[src/rtl/psm_pkg.sv]
package psm_pkg;

    localparam int PSM_MAX_MEMBERS = 16;

    typedef enum logic [1:0] {
        RS_RAMP  = 2'd0,
        RS_RUN   = 2'd1,
        RS_FAULT = 2'd2
    } rail_state_e;

    typedef enum logic [1:0] {
        CO_NONE   = 2'd0,
        CO_APPLY  = 2'd1,
        CO_REJECT = 2'd2
    } cmd_outcome_e;

    typedef struct packed {
        cmd_outcome_e                 outcome;
        logic [PSM_MAX_MEMBERS-1:0]   next_mask;
    } cmd_result_t;

    // Index of the lowest set bit; 0 when the vector is empty.
    function automatic logic [3:0] lowest_set(input logic [PSM_MAX_MEMBERS-1:0] v);
        logic [3:0] r;
        r = 4'd0;
        for (int j = PSM_MAX_MEMBERS - 1; j >= 0; j--) begin
            if (v[j]) r = 4'(j);
        end
        return r;
    endfunction

    // Number of set bits strictly below position pos.
    function automatic logic [4:0] count_below(input logic [PSM_MAX_MEMBERS-1:0] v,
                                               input int pos);
        logic [4:0] c;
        c = 5'd0;
        for (int j = 0; j < PSM_MAX_MEMBERS; j++) begin
            if (j < pos) c = c + 5'(v[j]);
        end
        return c;
    endfunction

endpackage

[src/rtl/psm_cmd_eval.sv]
module psm_cmd_eval
    import psm_pkg::*;
#(
    parameter int N_MEMBERS = 4,
    localparam int IDX_W = $clog2(N_MEMBERS)
) (
    input  logic [N_MEMBERS-1:0] active,
    input  logic [N_MEMBERS-1:0] cfg,
    input  logic [IDX_W-1:0]     idx,
    input  logic                 drop,
    output cmd_result_t          result
);
    logic [N_MEMBERS-1:0] sel;

    always_comb begin
        sel = {{(N_MEMBERS-1){1'b0}}, 1'b1} << idx;
        result.outcome   = CO_NONE;
        result.next_mask = PSM_MAX_MEMBERS'(active);
        if (drop) begin
            if ((active & sel) == '0) begin
                result.outcome = CO_NONE;
            end else if (active == sel) begin
                result.outcome = CO_REJECT;
            end else begin
                result.outcome   = CO_APPLY;
                result.next_mask = PSM_MAX_MEMBERS'(active & ~sel);
            end
        end else begin
            if ((cfg & sel) == '0 || (active & sel) != '0) begin
                result.outcome = CO_NONE;
            end else begin
                result.outcome   = CO_APPLY;
                result.next_mask = PSM_MAX_MEMBERS'(active | sel);
            end
        end
    end
endmodule

[src/rtl/psm_rail_ctl.sv]
module psm_rail_ctl
    import psm_pkg::*;
#(
    parameter int N_MEMBERS = 4
) (
    input  logic                 clk,
    input  logic                 rst,
    input  logic [N_MEMBERS-1:0] cfg_mask,
    input  logic                 cmd_valid,
    input  cmd_result_t          cmd_res,
    input  logic                 pgood,
    input  logic                 fault,
    input  logic                 fault_clr,
    output logic [N_MEMBERS-1:0] active_mask,
    output logic                 cmd_err,
    output logic                 restart
);
    rail_state_e state_q;

    always_ff @(posedge clk) begin
        if (rst) begin
            state_q     <= RS_RAMP;
            active_mask <= cfg_mask;
            cmd_err     <= 1'b0;
            restart     <= 1'b0;
        end else begin
            cmd_err <= 1'b0;
            restart <= 1'b0;
            unique case (state_q)
                RS_RAMP: begin
                    // All configured phases ramp together; commands are gated.
                    active_mask <= cfg_mask;
                    if (fault)      state_q <= RS_FAULT;
                    else if (pgood) state_q <= RS_RUN;
                end
                RS_RUN: begin
                    if (fault) begin
                        state_q <= RS_FAULT;
                    end else if (cmd_valid) begin
                        if (cmd_res.outcome == CO_APPLY)
                            active_mask <= cmd_res.next_mask[N_MEMBERS-1:0];
                        else if (cmd_res.outcome == CO_REJECT)
                            cmd_err <= 1'b1;
                    end
                end
                RS_FAULT: begin
                    if (fault_clr && !fault) begin
                        state_q     <= RS_RAMP;
                        active_mask <= cfg_mask;
                        restart     <= 1'b1;
                    end
                end
                default: state_q <= RS_RAMP;
            endcase
        end
    end
endmodule

[src/rtl/psm_rank_calc.sv]
module psm_rank_calc
    import psm_pkg::*;
#(
    parameter int N_MEMBERS = 4,
    localparam int IDX_W = $clog2(N_MEMBERS),
    localparam int CNT_W = $clog2(N_MEMBERS + 1)
) (
    input  logic [N_MEMBERS-1:0]       mask,
    output logic [CNT_W-1:0]           count,
    output logic [IDX_W-1:0]           ref_idx,
    output logic [N_MEMBERS*IDX_W-1:0] slots
);
    logic [PSM_MAX_MEMBERS-1:0] ext;
    logic [4:0]                 total;

    assign ext     = PSM_MAX_MEMBERS'(mask);
    assign total   = count_below(ext, PSM_MAX_MEMBERS);
    assign count   = CNT_W'(total);
    assign ref_idx = IDX_W'(lowest_set(ext));

    for (genvar i = 0; i < N_MEMBERS; i++) begin : g_slot
        logic [4:0] rank;
        assign rank = count_below(ext, i);
        assign slots[i*IDX_W +: IDX_W] = mask[i] ? IDX_W'(rank) : '0;
    end
endmodule

[src/rtl/psm_out_reg.sv]
module psm_out_reg #(
    parameter int N_MEMBERS = 4,
    localparam int IDX_W = $clog2(N_MEMBERS),
    localparam int CNT_W = $clog2(N_MEMBERS + 1)
) (
    input  logic                       clk,
    input  logic [CNT_W-1:0]           count_d,
    input  logic [IDX_W-1:0]           ref_d,
    input  logic [N_MEMBERS*IDX_W-1:0] slots_d,
    output logic [CNT_W-1:0]           count_q,
    output logic [IDX_W-1:0]           ref_q,
    output logic [N_MEMBERS*IDX_W-1:0] slots_q
);
    // No reset branch: during reset the top feeds values derived from cfg_mask.
    always_ff @(posedge clk) begin
        count_q <= count_d;
        ref_q   <= ref_d;
        slots_q <= slots_d;
    end
endmodule

[src/rtl/phase_shed_mgr.sv]
module phase_shed_mgr
    import psm_pkg::*;
#(
    parameter int N_MEMBERS = 4,
    localparam int IDX_W = $clog2(N_MEMBERS),
    localparam int CNT_W = $clog2(N_MEMBERS + 1)
) (
    input  logic                       clk,
    input  logic                       rst,
    input  logic [N_MEMBERS-1:0]       cfg_mask,
    input  logic                       cmd_valid,
    input  logic [IDX_W-1:0]           cmd_idx,
    input  logic                       cmd_drop,
    input  logic                       pgood,
    input  logic                       fault,
    input  logic                       fault_clr,
    output logic [N_MEMBERS-1:0]       active_mask,
    output logic [CNT_W-1:0]           act_count,
    output logic [IDX_W-1:0]           ref_idx,
    output logic [N_MEMBERS*IDX_W-1:0] slot_flat,
    output logic                       cmd_err,
    output logic                       restart
);
    cmd_result_t                cmd_res;
    logic [N_MEMBERS-1:0]       calc_in;
    logic [CNT_W-1:0]           count_c;
    logic [IDX_W-1:0]           ref_c;
    logic [N_MEMBERS*IDX_W-1:0] slots_c;

    psm_cmd_eval #(.N_MEMBERS(N_MEMBERS)) eval_i (
        .active (active_mask),
        .cfg    (cfg_mask),
        .idx    (cmd_idx),
        .drop   (cmd_drop),
        .result (cmd_res)
    );

    psm_rail_ctl #(.N_MEMBERS(N_MEMBERS)) ctl_i (
        .clk         (clk),
        .rst         (rst),
        .cfg_mask    (cfg_mask),
        .cmd_valid   (cmd_valid),
        .cmd_res     (cmd_res),
        .pgood       (pgood),
        .fault       (fault),
        .fault_clr   (fault_clr),
        .active_mask (active_mask),
        .cmd_err     (cmd_err),
        .restart     (restart)
    );

    assign calc_in = rst ? cfg_mask : active_mask;

    psm_rank_calc #(.N_MEMBERS(N_MEMBERS)) rank_i (
        .mask    (calc_in),
        .count   (count_c),
        .ref_idx (ref_c),
        .slots   (slots_c)
    );

    psm_out_reg #(.N_MEMBERS(N_MEMBERS)) oreg_i (
        .clk     (clk),
        .count_d (count_c),
        .ref_d   (ref_c),
        .slots_d (slots_c),
        .count_q (act_count),
        .ref_q   (ref_idx),
        .slots_q (slot_flat)
    );
endmodule

[config.mk]
export PLATFORM = sky130hd
export DESIGN_NAME = phase_shed_mgr
export DESIGN_NICKNAME = d
export VERILOG_FILES = /design/src/rtl/psm_pkg.sv /design/src/rtl/psm_cmd_eval.sv /design/src/rtl/psm_rail_ctl.sv /design/src/rtl/psm_rank_calc.sv /design/src/rtl/psm_out_reg.sv /design/src/rtl/phase_shed_mgr.sv
export SDC_FILE = /design/constraint.sdc
export NUM_CORES = 1
export LEC_CHECK = 0
export CAP_MARGIN = 0
export CORE_MARGIN = 8
export CORE_UTILIZATION = 40
export CTS_CLUSTER_SIZE = 10
export DETAILED_ROUTE_END_ITERATION = 7
export GPL_TIMING_DRIVEN = 0
export HOLD_SLACK_MARGIN = 0.1
export PLACE_DENSITY_LB_ADDON = 0.2
export RECOVER_POWER = 25
export SKIP_LAST_GASP = 1
export SYNTH_ARGS = -nofsm -noshare
export SYNTH_HDL_FRONTEND = slang
export SYNTH_SLANG_ARGS = --single-unit
[constraint.sdc]
create_clock -name clk -period 6.57 [get_ports clk]
set_input_delay 0.9855 -clock clk [delete_from_list [all_inputs] [get_ports clk]]
set_output_delay 0.9855 -clock clk [all_outputs]
set_load 0.05 [all_outputs]
==> flow_results.org, run 1 <==
** Outcome
- The run finished with clean final reports.

** Layout
- The net count of the finished layout is 156.
- Of the cells placed in the final design, the portion with a size suffix greater than 1 is 9.63%.
- The finished layout holds 165 standard cells, fillers aside.
- The repair_antennas step left the layout with diodes totalling 0.
- Relative to the synthesized area, the layout overhead comes to 35.3%.

** Setup path
- Critical path data arrival time :: 3200 ps
- Measured in cells, the most critical reg-to-reg path has a length of 5.
- Setup slack on the worst reg-to-reg path comes out at 4330 ps.
- Highest fanout seen on the critical path :: 5
- Maximum cell stage delay along the critical path :: 590 ps
- Critical Path, Cell by Cell :: dlygate4sd3_1 > mux2i_1 > fa_1 > inv_1 > ha_1 > fa_1
- In this design, the critical path's most frequently occurring cell is fa_1.
- Element type at the critical path end :: register
- Endpoint required time on the critical path :: 6740 ps
- Critical Path Slowest Stage Cell :: dlygate4sd3_1
- Launching element type of the critical path :: input pin
- FF-to-FF End :: oreg_i.count_q[1]
- By startpoint and endpoint, the worst setup path is classified as input pin to register.

** Route
- Number of violations reported at the end of detailed-routing iteration 0 :: 29
- After detailed routing, the average wire length per cell comes to 13.5 um.
- Before antenna repair, the detailed router went through 4 iterations.
- Count of nets left with antenna violations after detail routing :: 0
- Vias :: 872
- DRC violation count after routing :: 0
- Post-detailed-routing wire length :: 2230 um
- After detailed routing, the number of vias per cell comes to 5.28.

** STA
- After layout, the minimum clock period comes to 3030 ps.
- Max-slew violation count :: 0
- Max transition margin :: 66.3%
- Final hold violation count :: 0
- Summed over all failing endpoints, the final setup total negative slack is 0 ps.
- Dividing the final minimum period by the clock period gives 46.1%.
- Fmax :: 330 MHz
- Clk_skew :: 8.77 ps
- Unrepaired setup endpoints after global routing :: no
- Setup violations remaining at the end of the flow were counted as 0.
- Worst Tran Pin Value :: 491 ps

** Synth
- The cell count after synthesis came out at 102.
- The synthesized design spends more area on one cell type than any other, namely dfxtp_1.
- In this run, synthesis produced a sequential element count of 18.
- Sequential elements use 40.3% of the synthesized area.
- Post-synthesis cell type count :: 34
- Area share of the largest cell type after synthesis :: 28.2%
- Post-Synthesis Mean Instance Area :: 9.74 sq um
- Summed instance area of the synthesized netlist :: 993 sq um
- In the post-synthesis netlist, the biggest area contributors are dfxtp_1, edfxtp_1, ha_1.
- During synthesis, Yosys emitted a total of 0 warnings.

** Clock tree
- The number of hold buffers added after CTS was 0.
- In this run, CTS created clock tree buffers numbering 3.
- Clk Tree Root Cell :: clkbuf_4
- TritonCTS clock tree :: built
- Clock latency on the worst-skew pair :: 290 ps
- Htree depth :: 1
- Post-CTS timing repair inserted 0 buffers for setup.
- After clock tree synthesis, the repair step resized 0 gates.
- After clock tree synthesis, the clock-pin slew on the worst setup and hold paths is 100 ps.
- Clock Path Buffers :: 2
- Number of clock sinks :: 18

** Floorplanning
- # IOs :: 32
- Die area :: 4330 sq um
- Core Footprint :: 2410 sq um
- For this configuration, the core starts out at a cell density of 41.2%.
- Die Height :: 65.8 um
- Die Wd :: 65.8 um
- Standard-cell rows :: 18

** Power and ir drop
- Cell area power density :: 254 nW/um^2
- Power spent charging and discharging nets :: 129 uW
- Portion of total power attributed to combinational logic :: 40.3%
- Cell leakage power :: 0.000565 uW
- PnR Total Power :: 341 uW
- Sequential cells burn 39.9% of the power.
- VDD IR-drop max :: 0.163 mV
- Switching Share :: 37.9%
- The internal portion of the total power is 211 uW.
- Part of the total power dissipated in the clock network :: 19.8%

** Flow run
- Max-cap violations in this run came to 0.

** Worst hold path
- Hold EP :: ctl_i.restart
- Cell depth of the worst min-delay path :: 1
- Path class of the lowest-slack min-delay path :: register to register
- Origin of the worst min-delay path :: ctl_i.state_q[0]

** Global route
- The number of antenna violations at the first check in global routing was 0.
- Global routing consumed, over all layers together, 11.0% of the routing resources.
- The number of global-route vias before repair came to 859.
- Entering global routing, the biggest net connects 11 pins.
- First-pass GRT wire length :: 3780 um
- For this run the aggregate overflow at the end of global routing stands at 0.

** Placed design
- Number of placed cells counting well taps :: 161
- The count of buffers added on input and output ports is 27.
- Final Wtd Congestion :: 0.888
- Summed over all nets, the half-perimeter wirelength after detailed placement is 1850 um.
## Yosys cell counts
library cell	n
or4b_1	1
buf_6	1
conb_1	1
dfxtp_1	14
nor2b_1	2
and2b_4	1
mux4_2	1
o41ai_1	4
clkbuf_1	1
o22ai_1	2
o21ai_1	1
mux2i_1	4
nor2_1	8
nor3b_1	1
nand2b_1	2
nand2_1	8
inv_1	10
edfxtp_1	4
nor4bb_1	1
nand4_1	1
a221o_1	1
nor4_1	3
a21boi_0	1
and4b_1	1
buf_2	2
mux2_2	1
o21bai_1	1
ha_1	5
a21oi_1	9
buf_4	3
fa_1	2
a32oi_1	1
a41oi_2	1
a211oi_1	3
## routing by layer
| layer | GRT usage, % | up-vias | part of all wire (%) |
|---|---|---|---|
| met1 | 12.3 | 403 | 40 |
| met3 | 3.73 | 4 | 9.6 |
| met5 | 0 | - | 0 |
| met2 | 18.1 | 39 | 49 |
| met4 | 5.99 | 0 | 1.9 |
| li1 | - | 426 | - |
## area by class of cell
cell class / count / area, sq um
fill: 216 / 1070
multi-input combinational: 69 / 515
sequential: 18 / 400
timing repair buffer: 27 / 270
buffer: 7 / 46.3
inverter: 10 / 37.5
tap: 30 / 37.5
clock buffer: 4 / 36.3
## how the worst max path moves through the flow
stage	cells past startpoint	to	start
after floorplan	6	oreg_i.count_q[1]	rst
after detailed placement	8	register	cmd_idx[1]
after global placement	8	register	cmd_idx[1]
after global routing	6	oreg_i.count_q[1]	cfg_mask[1]
final	6	oreg_i.count_q[1]	cfg_mask[1]
after CTS	8	register	cmd_idx[1]
## metrics by stage
| stage | instance area, sq um | utilization, % | hold slack [ps] | setup WS (ps) |
|---|---|---|---|---|
| after floorplan | 1000 | - | 465 | 3790 |
| after global placement | 1310 | 54.3 | 502 | 3350 |
| after detailed placement | 1310 | 54.3 | 521 | 3300 |
| after CTS | 1350 | 55.8 | 536 | 3610 |
| after global routing | 1340 | 55.8 | 565 | 3460 |
| final | 1340 | 55.8 | 530 | 3540 |
## critical path: cells and delay by family
kind	cells	cell delay, ps
adders and majority gates	3	1110
buffers and inverters	2	670
muxes	1	430
## power groups by stage
stage / logic, uW / registers (uW) / clock network (uW)
after global placement: 135 / 138 / 0
final: 137 / 136 / 67.5
after CTS: 138 / 136 / 68.4
after detailed placement: 138 / 139 / 0
after floorplan: 39.9 / 189 / 0
after global routing: 146 / 138 / 72.3
## kinds of logic after synthesis
logic type | after synthesis | synth area share, %
AOI/OAI and AO/OA | 24 | 17.1
adders and majority gates | 7 | 10.3
buffers and inverters | 17 | 8.56
DFF | 18 | 40.3
muxes | 6 | 7.43
other | 1 | 0.377
and+or+nand+nor | 29 | 15.9
## cells in the final DEF (no fill, tap or decap), types with 3 or more instances in the layout
cell and n:
a211oi_1 3, a21oi_1 9, buf_4 3, clkbuf_4 3, clkdlybuf4s50_1 25, conb_1 3, dfxtp_1 14, edfxtp_1 4
ha_1 5, inv_1 10, mux2i_1 4, nand2_1 8, nor2_1 8, nor4_1 3, o41ai_1 4
(Power assumes the default switching activity.)
==> run 2: changes to the inputs <==
==> constraint.sdc (replaced) <==
create_clock -name clk -period 2.8 [get_ports clk]
set_input_delay 0.42 -clock clk [delete_from_list [all_inputs] [get_ports clk]]
set_output_delay 0.42 -clock clk [all_outputs]
set_load 0.05 [all_outputs]
==> run 2 against run 1 <==
  * Sequential cell count unchanged
  * Via count is the same
  * Design area is essentially flat
  * Routed wire length is essentially flat
  * Largest cell class unchanged
  * Count of clock-buffer cells in the layout stayed put
  * Utilization is 0.052 points higher
  * Largest power group unchanged
  * Total power grew 130%
==> flow_results.org, run 2 (synthesis gave the netlist of run 1 again) <==
** STA
- Final-layout setup total negative slack :: 0 ps (unchanged)
- Portion of the clock cycle consumed by the worst path in the final layout :: 88.0%
- Max transition margin :: 66.3% (about the same)
- The hold violation total from the final report came to 0 (unchanged).
- The max-slew violation total from the final report is 0 (unchanged).
- Minimum period implied by the final worst setup slack :: 2460 ps
- The number of failing setup endpoints in the final timing report is 0 (unchanged).
- The actual transition at the worst max-transition pin is 491 ps (-0.136 ps).
- Final setup slack of the worst path :: 335 ps (-3200 ps)
- Setup repair after global routing left no endpoint under its margin.
- The setup clock skew after layout is 8.77 ps (unchanged).
- Derived from the worst setup path, the maximum achievable clock frequency is 406 MHz.

** Clock tree
- Number of clock sinks :: 18 (unchanged)
- Reg clk slew, reported paths :: 100 ps (about the same)
- Post-cts repair resize count :: 0 (unchanged)
- CTS placed an instance of clkbuf_4 at the clock tree root.
- Buffers inserted by post-CTS timing repair :: 0 (unchanged)
- The clock buffer count from CTS was 3 (unchanged).
- The H-tree depth is 1 (unchanged).
- TritonCTS built the clock tree.
- Number of hold buffers added after cts :: 0 (unchanged)
- Clock Path Buffers :: 2 (unchanged)
- The latest clock arrival within the worst-skew pair came to 290 ps (about the same).

** Setup path
- Endpoint required time on the critical path :: 2970 ps (-3770 ps)
- The worst setup path is captured at a register.
- The maximum cell stage delay along the critical path came to 590 ps (about the same).
- The critical path is of the input pin to register type.
- The slowest stage of the critical path belongs to the cell dlygate4sd3_1.
- The endpoint identified for the worst register-to-register timing path is oreg_i.count_q[1].
- The endpoint arrival time on the critical path came to 2630 ps (-570 ps).
- In this run the worst setup path terminates at oreg_i.count_q[1].
- The internal reg-to-reg setup slack is 560 ps (-3770 ps).
- The worst setup path is launched from an input pin.
- Traced cell by cell, the critical path runs through dlygate4sd3_1 > mux2i_1 > fa_1 > inv_1 > ha_1 > fa_1.
- Depth of the most critical reg-to-reg path :: 5 (unchanged)
- Most used cell, CP :: fa_1
- Highest fanout seen on the critical path :: 5 (unchanged)
- Worst setup path startpoint :: cfg_mask[1]

** Floorplanning
- Die area :: 4330 sq um (unchanged)
- The y dimension of the die came to 65.8 um (unchanged).
- The total I/O pin count is 32 (unchanged).
- Die Wd :: 65.8 um (unchanged)
- Standard-cell rows :: 18 (unchanged)
- The effective utilization at floorplan was 41.2% (unchanged).
- The area of the placeable core was 2410 sq um (unchanged).

** Worst hold path
- Origin of the worst min-delay path :: rst
- The tightest min-delay check is of the input pin to register type.

** Flow run
- The count of maximum capacitance violations is 0 (unchanged).

** Placed design
- The HPWL reported at the end of detailed placement was 1850 um (unchanged).
- The pre-CTS setup slack was 98.8 ps (-3200 ps).
- I/O Buffers :: 27 (unchanged)
- Final Wtd Congestion :: 0.888 (unchanged)

** Route
- The number of detailed-routing iterations run before antenna repair was 4 (unchanged).
- Wire length on met2 :: 1090 um (unchanged)
- The routed via count divided by cell count is 5.28 (unchanged).
- DRC violation count after routing :: 0 (unchanged)
- Post-route met1 wirelength :: 883 um (-0.23%)
- The highest metal layer carrying signal wires in the routed design is met4.
- The average routed wire per standard cell was 13.5 um (about the same).
- The number of vias in the routed layout came to 872 (unchanged).
- Count of nets left with antenna violations after detail routing :: 0 (unchanged)
- The detailed route wirelength on metal3 was 214 um (unchanged).
- The final wirelength came to 2230 um (about the same).
- Number of violations reported at the end of detailed-routing iteration 0 :: 29 (unchanged)

** Layout
- Inserted Diodes :: 0 (unchanged)
- Fraction of final layout cells sized beyond drive strength 1 :: 10.4% (+0.74 points)
- The count of filler cells inserted in the layout is 218 (+0.93%).
- Top library cells by usage in the layout, fill and taps aside :: clkdlybuf4s50_1, dfxtp_1, inv_1
- The area growth from synthesis to layout is 35.4% (about the same).
- The library cell used most frequently in the layout, excluding fill and tap cells, is clkdlybuf4s50_1.
- Number of nets in the finished design :: 156 (unchanged)

** Global route
- The maximum number of pins on one net before global-route repair came to 11 (unchanged).
- Sum of overflow across all layers after global routing :: 0 (unchanged)
- GR Util All Layers :: 11.0% (unchanged)
- The number of antenna violations at the first check in global routing came to 0 (unchanged).
- The number of global-route vias before repair was 859 (unchanged).
- The wire length of the first global-routing pass came to 3780 um (unchanged).

** Outcome
- The run finished with clean final reports.

** Power and ir drop
- The total power per unit cell area is 594 nW/um^2 (+130%).
- The worst IR drop on VDD is 0.382 mV (+130%).
- Cell leakage power :: 0.000568 uW (+0.49%)
run 2: cell type report:
type | instances | area (sq um) | share of cell area [%]
Multi-Input combinational cell | 69 | 515 | 38.3
Sequential cell | 18 | 400 | 29.8
Timing Repair Buffer | 27 | 270 | 20.1
Buffer | 7 | 47.5 | 3.53
Inverter | 10 | 37.5 | 2.79
Tap cell | 30 | 37.5 | 2.79
Clock buffer | 4 | 36.3 | 2.70
run 2: worst max-delay path: cells and delay by family:
| family | cells | cell delay [ps] |
|---|---|---|
| buffers and inverters | 2 | 670 |
| adders and majority gates | 3 | 1110 |
| muxes | 1 | 430 |
run 2: worst min-delay path by stage:
| stage | to | cells past startpoint |
|---|---|---|
| after global routing | ctl_i.state_q[0] | 2 |
| after global placement | ctl_i.restart | 1 |
| final | ctl_i.state_q[0] | 2 |
| after detailed placement | ctl_i.restart | 1 |
| after floorplan | ctl_i.restart | 1 |
| after CTS | ctl_i.state_q[0] | 2 |
run 2: report_power, final:
| group | leakage [uW] | internal [uW] | switching [uW] | total, uW |
|---|---|---|---|---|
| logic | 0.000389 | 115 | 207 | 322 |
| registers | 0.000158 | 302 | 16.9 | 319 |
| clock network | 0.0000210 | 79.1 | 79.3 | 158 |
run 2: metal layers:
metal,vias up,global-route usage [%]
met2,39,18.1
met5,-,0
met4,0,5.99
met3,4,3.73
met1,403,12.3
li1,426,-
run 2: per-stage QoR:
stage / utilization [%] / hold slack, ps / area (sq um) / std cells / total power, uW
after floorplan: - / 465 / 1000 / 104 / 538
after global placement: 54.3 / 502 / 1310 / 161 / 641
after detailed placement: 54.3 / 521 / 1310 / 161 / 649
after CTS: 55.8 / 451 / 1350 / 165 / 805
after global routing: 55.8 / 460 / 1350 / 165 / 836
final: 55.8 / 458 / 1350 / 165 / 800
==> run 3: changes to the inputs <==
--- a/config.mk
+++ b/config.mk
@@ -6,6 +6,7 @@
 export NUM_CORES = 1
 export LEC_CHECK = 0
 export CAP_MARGIN = 0
+export CORE_ASPECT_RATIO = 0.7
 export CORE_MARGIN = 8
 export CORE_UTILIZATION = 40
 export CTS_CLUSTER_SIZE = 10
==> run 3 against run 2 <==
  * Sequential power is essentially flat
  * Critical path type unchanged
  * Largest cell class unchanged
  * Global-route usage decreased by 0.50 points
  * Non-clock buffer count unchanged
  * Largest power group is now sequential cells
==> flow_results.org, run 3 (synthesis gave the netlist of run 1 again) <==
** Clock tree
- TritonCTS built the clock tree.
- The clock-pin slew on the worst setup and hold paths came to 100 ps (about the same).
- Post-cts repair resize count :: 0 (unchanged)
- Buffers inserted by post-CTS timing repair :: 0 (unchanged)
- The H-tree depth came to 1 (unchanged).
- Num CTS Buffers :: 3 (unchanged)
- Number of clock sinks :: 18 (unchanged)
- The tree is rooted in a clkbuf_4.
- Number of hold buffers added after cts :: 0 (unchanged)
- The maximum root-to-sink buffer count came to 2 (unchanged).
- The latest clock arrival within the worst-skew pair came to 300 ps (about the same).

** Global route
- Largest net degree at the start of global routing :: 11 (unchanged)
- First-pass GRT wire length :: 3480 um (-7.9%)
- The global-route usage over all layers was 10.5% (-0.50 points).
- Vias in the first global route :: 780 (-9.2%)
- The remaining global-route overflow was 0 (unchanged).
- Number of antenna violations at the first check in global routing :: 0 (unchanged)

** Floorplanning
- The area of the placeable core came to 2400 sq um (-0.31%).
- Initial Utilization :: 41.4% (+0.13 points)
- Standard-cell rows :: 15 (-3)
- Die Height :: 57.7 um (-12%)
- # IOs :: 32 (unchanged)
- The horizontal die dimension is 75.6 um (+15%).
- Die area :: 4360 sq um (+0.59%)

** Setup path
- Critical Path, Cell by Cell :: clkdlybuf4s50_1 > buf_2 > nor2_1 > ha_1 > nor2_1 > a32oi_1 > nand4_1 > a211oi_1
- Maximum cell stage delay along the critical path :: 520 ps (-70 ps)
- Element type at the critical path end :: register
- The top fanout value on the critical path was 10 (+5).
- STA classifies the critical path startpoint as an input pin.
- Worst Path Class, Setup :: input pin to register
- Critical Path Slowest Stage Cell :: clkdlybuf4s50_1
- Most used cell, CP :: nor2_1
- Endpoint required time on the critical path :: 2800 ps (-170 ps)
- Critical path data arrival time :: 2390 ps (-240 ps)

** STA
- Final hold violation count :: 0 (unchanged)
- Final-layout setup total negative slack :: 0 ps (unchanged)
- Portion of the clock cycle consumed by the worst path in the final layout :: 85.3% (-2.7 points)
- Unrepaired setup endpoints after global routing :: no
- Max transition margin :: 66.9% (+0.61 points)
- The time the worst path needs with I/O delays and setup is 2390 ps (-75.2 ps).
- Max-slew violation count :: 0 (unchanged)
- The maximum clock frequency is 418 MHz (+3.1%).
- The setup clock skew after layout is 9.14 ps (+0.370 ps).
- The actual transition at the worst max-transition pin is 482 ps (-8.93 ps).
- The number of failing setup endpoints in the final timing report is 0 (unchanged).

** Placed design
- The HPWL reported at the end of detailed placement was 1840 um (-0.39%).
- The number of buffers inserted by port buffering is 27 (unchanged).
- Final Wtd Congestion :: 0.861 (-3.1%)

** Outcome
- The run finished with clean final reports.

** Route
- The number of routed nets with antenna violations is 0 (unchanged).
- The number of detailed-routing iterations run before antenna repair came to 4 (unchanged).
- The routed via count divided by cell count came to 4.91 (-7.1%).
- The number of vias in the routed layout was 830 (-4.8%).
- The average routed wire per standard cell is 13.2 um (-2.5%).
- The post-route DRC violation count was 0 (unchanged).
- The final wirelength is 2230 um (-0.18%).
- The number of DRC markers after the initial detailed-route iteration was 59 (+100%).

** Flow run
- The count of maximum capacitance violations came to 0 (unchanged).

** Layout
- Area Overhead vs Synth :: 34.9%
- Most common library cell in the layout ignoring fill and taps :: clkdlybuf4s50_1
- Top library cells by usage in the layout, fill and taps aside :: clkdlybuf4s50_1, dfxtp_1, inv_1
- The fraction of layout cells with a size suffix above 1 came to 9.63% (-0.74 points).
- The antenna diode count came to 0 (unchanged).
- The number of nets in the layout came to 156 (unchanged).
- # fillers :: 236 (+8.3%)

** Power and ir drop
- VDD IR-drop max :: 0.282 mV (-26%)
- Cell area power density :: 574 nW/um^2 (-3.4%)
- Cell leakage power :: 0.000562 uW (-0.99%)
- The sum of internal, switching and leakage power came to 769 uW (-3.8%).

** Worst hold path
- Path class of the lowest-slack min-delay path :: input pin to register
run 3: cell count changes in the layout (fill, tap and decap cells not counted), sizes merged:
cell and change:
clkinv +1, clkbuf -1
run 3: routing by layer:
| metal | up-vias | global-route usage, % | routed length [um] |
|---|---|---|---|
| li1 | 430 | - | - |
| met1 | 367 | 12.8 | 1060 |
| met2 | 28 | 15.6 | 960 |
| met3 | 5 | 2.93 | 139 |
| met4 | 0 | 7.36 | 66 |
| met5 | - | 0 | 0 |
run 3: area by class of cell:
class | count | area [sq um] | share of cell area [%]
multi-input cells | 69 | 515 | 38.5
repair buffers | 27 | 270 | 20.2
inverters | 10 | 37.5 | 2.80
well taps | 34 | 42.5 | 3.17
clock buffers | 3 | 22.5 | 1.68
flip-flops and latches | 18 | 400 | 29.9
clock inverters | 1 | 3.75 | 0.280
plain buffers | 7 | 47.5 | 3.55
run 3: power breakdown:
group          leakage [uW]  switching (uW)  internal (uW)
sequential         0.000158            17.9            302
combinational      0.000389             205            114
clock             0.0000154            78.2           52.0
run 3: final timing paths:
path                            slack [ps]                 to  cells past startpoint             start
worst max-delay path                   410           register                      8        cmd_idx[1]
worst max register to register         570  oreg_i.count_q[1]                      5          register
worst min register to register         530      ctl_i.restart                      2  ctl_i.state_q[1]
worst min-delay path                   440   ctl_i.state_q[1]                      2               rst
run 3: through the flow:
step / worst slack (ps) / instances / instance area (sq um) / hold WS, ps / utilization [%]
after floorplan: 523 / 104 / 1000 / 465 / -
after global placement: 108 / 165 / 1310 / 498 / 54.7
after detailed placement: 129 / 165 / 1310 / 515 / 54.7
after CTS: 459 / 169 / 1340 / 430 / 55.8
after global routing: 275 / 169 / 1340 / 440 / 55.8
final: 410 / 169 / 1340 / 435 / 55.8
run 3: worst max-delay path, delay by kind of cell:
family	cells	cell delay, ps
AO/OA/AOI/OAI	2	520
adder cells (fa/ha/maj)	1	310
buffers and inverters	2	750
AND/OR/NAND/NOR	3	400
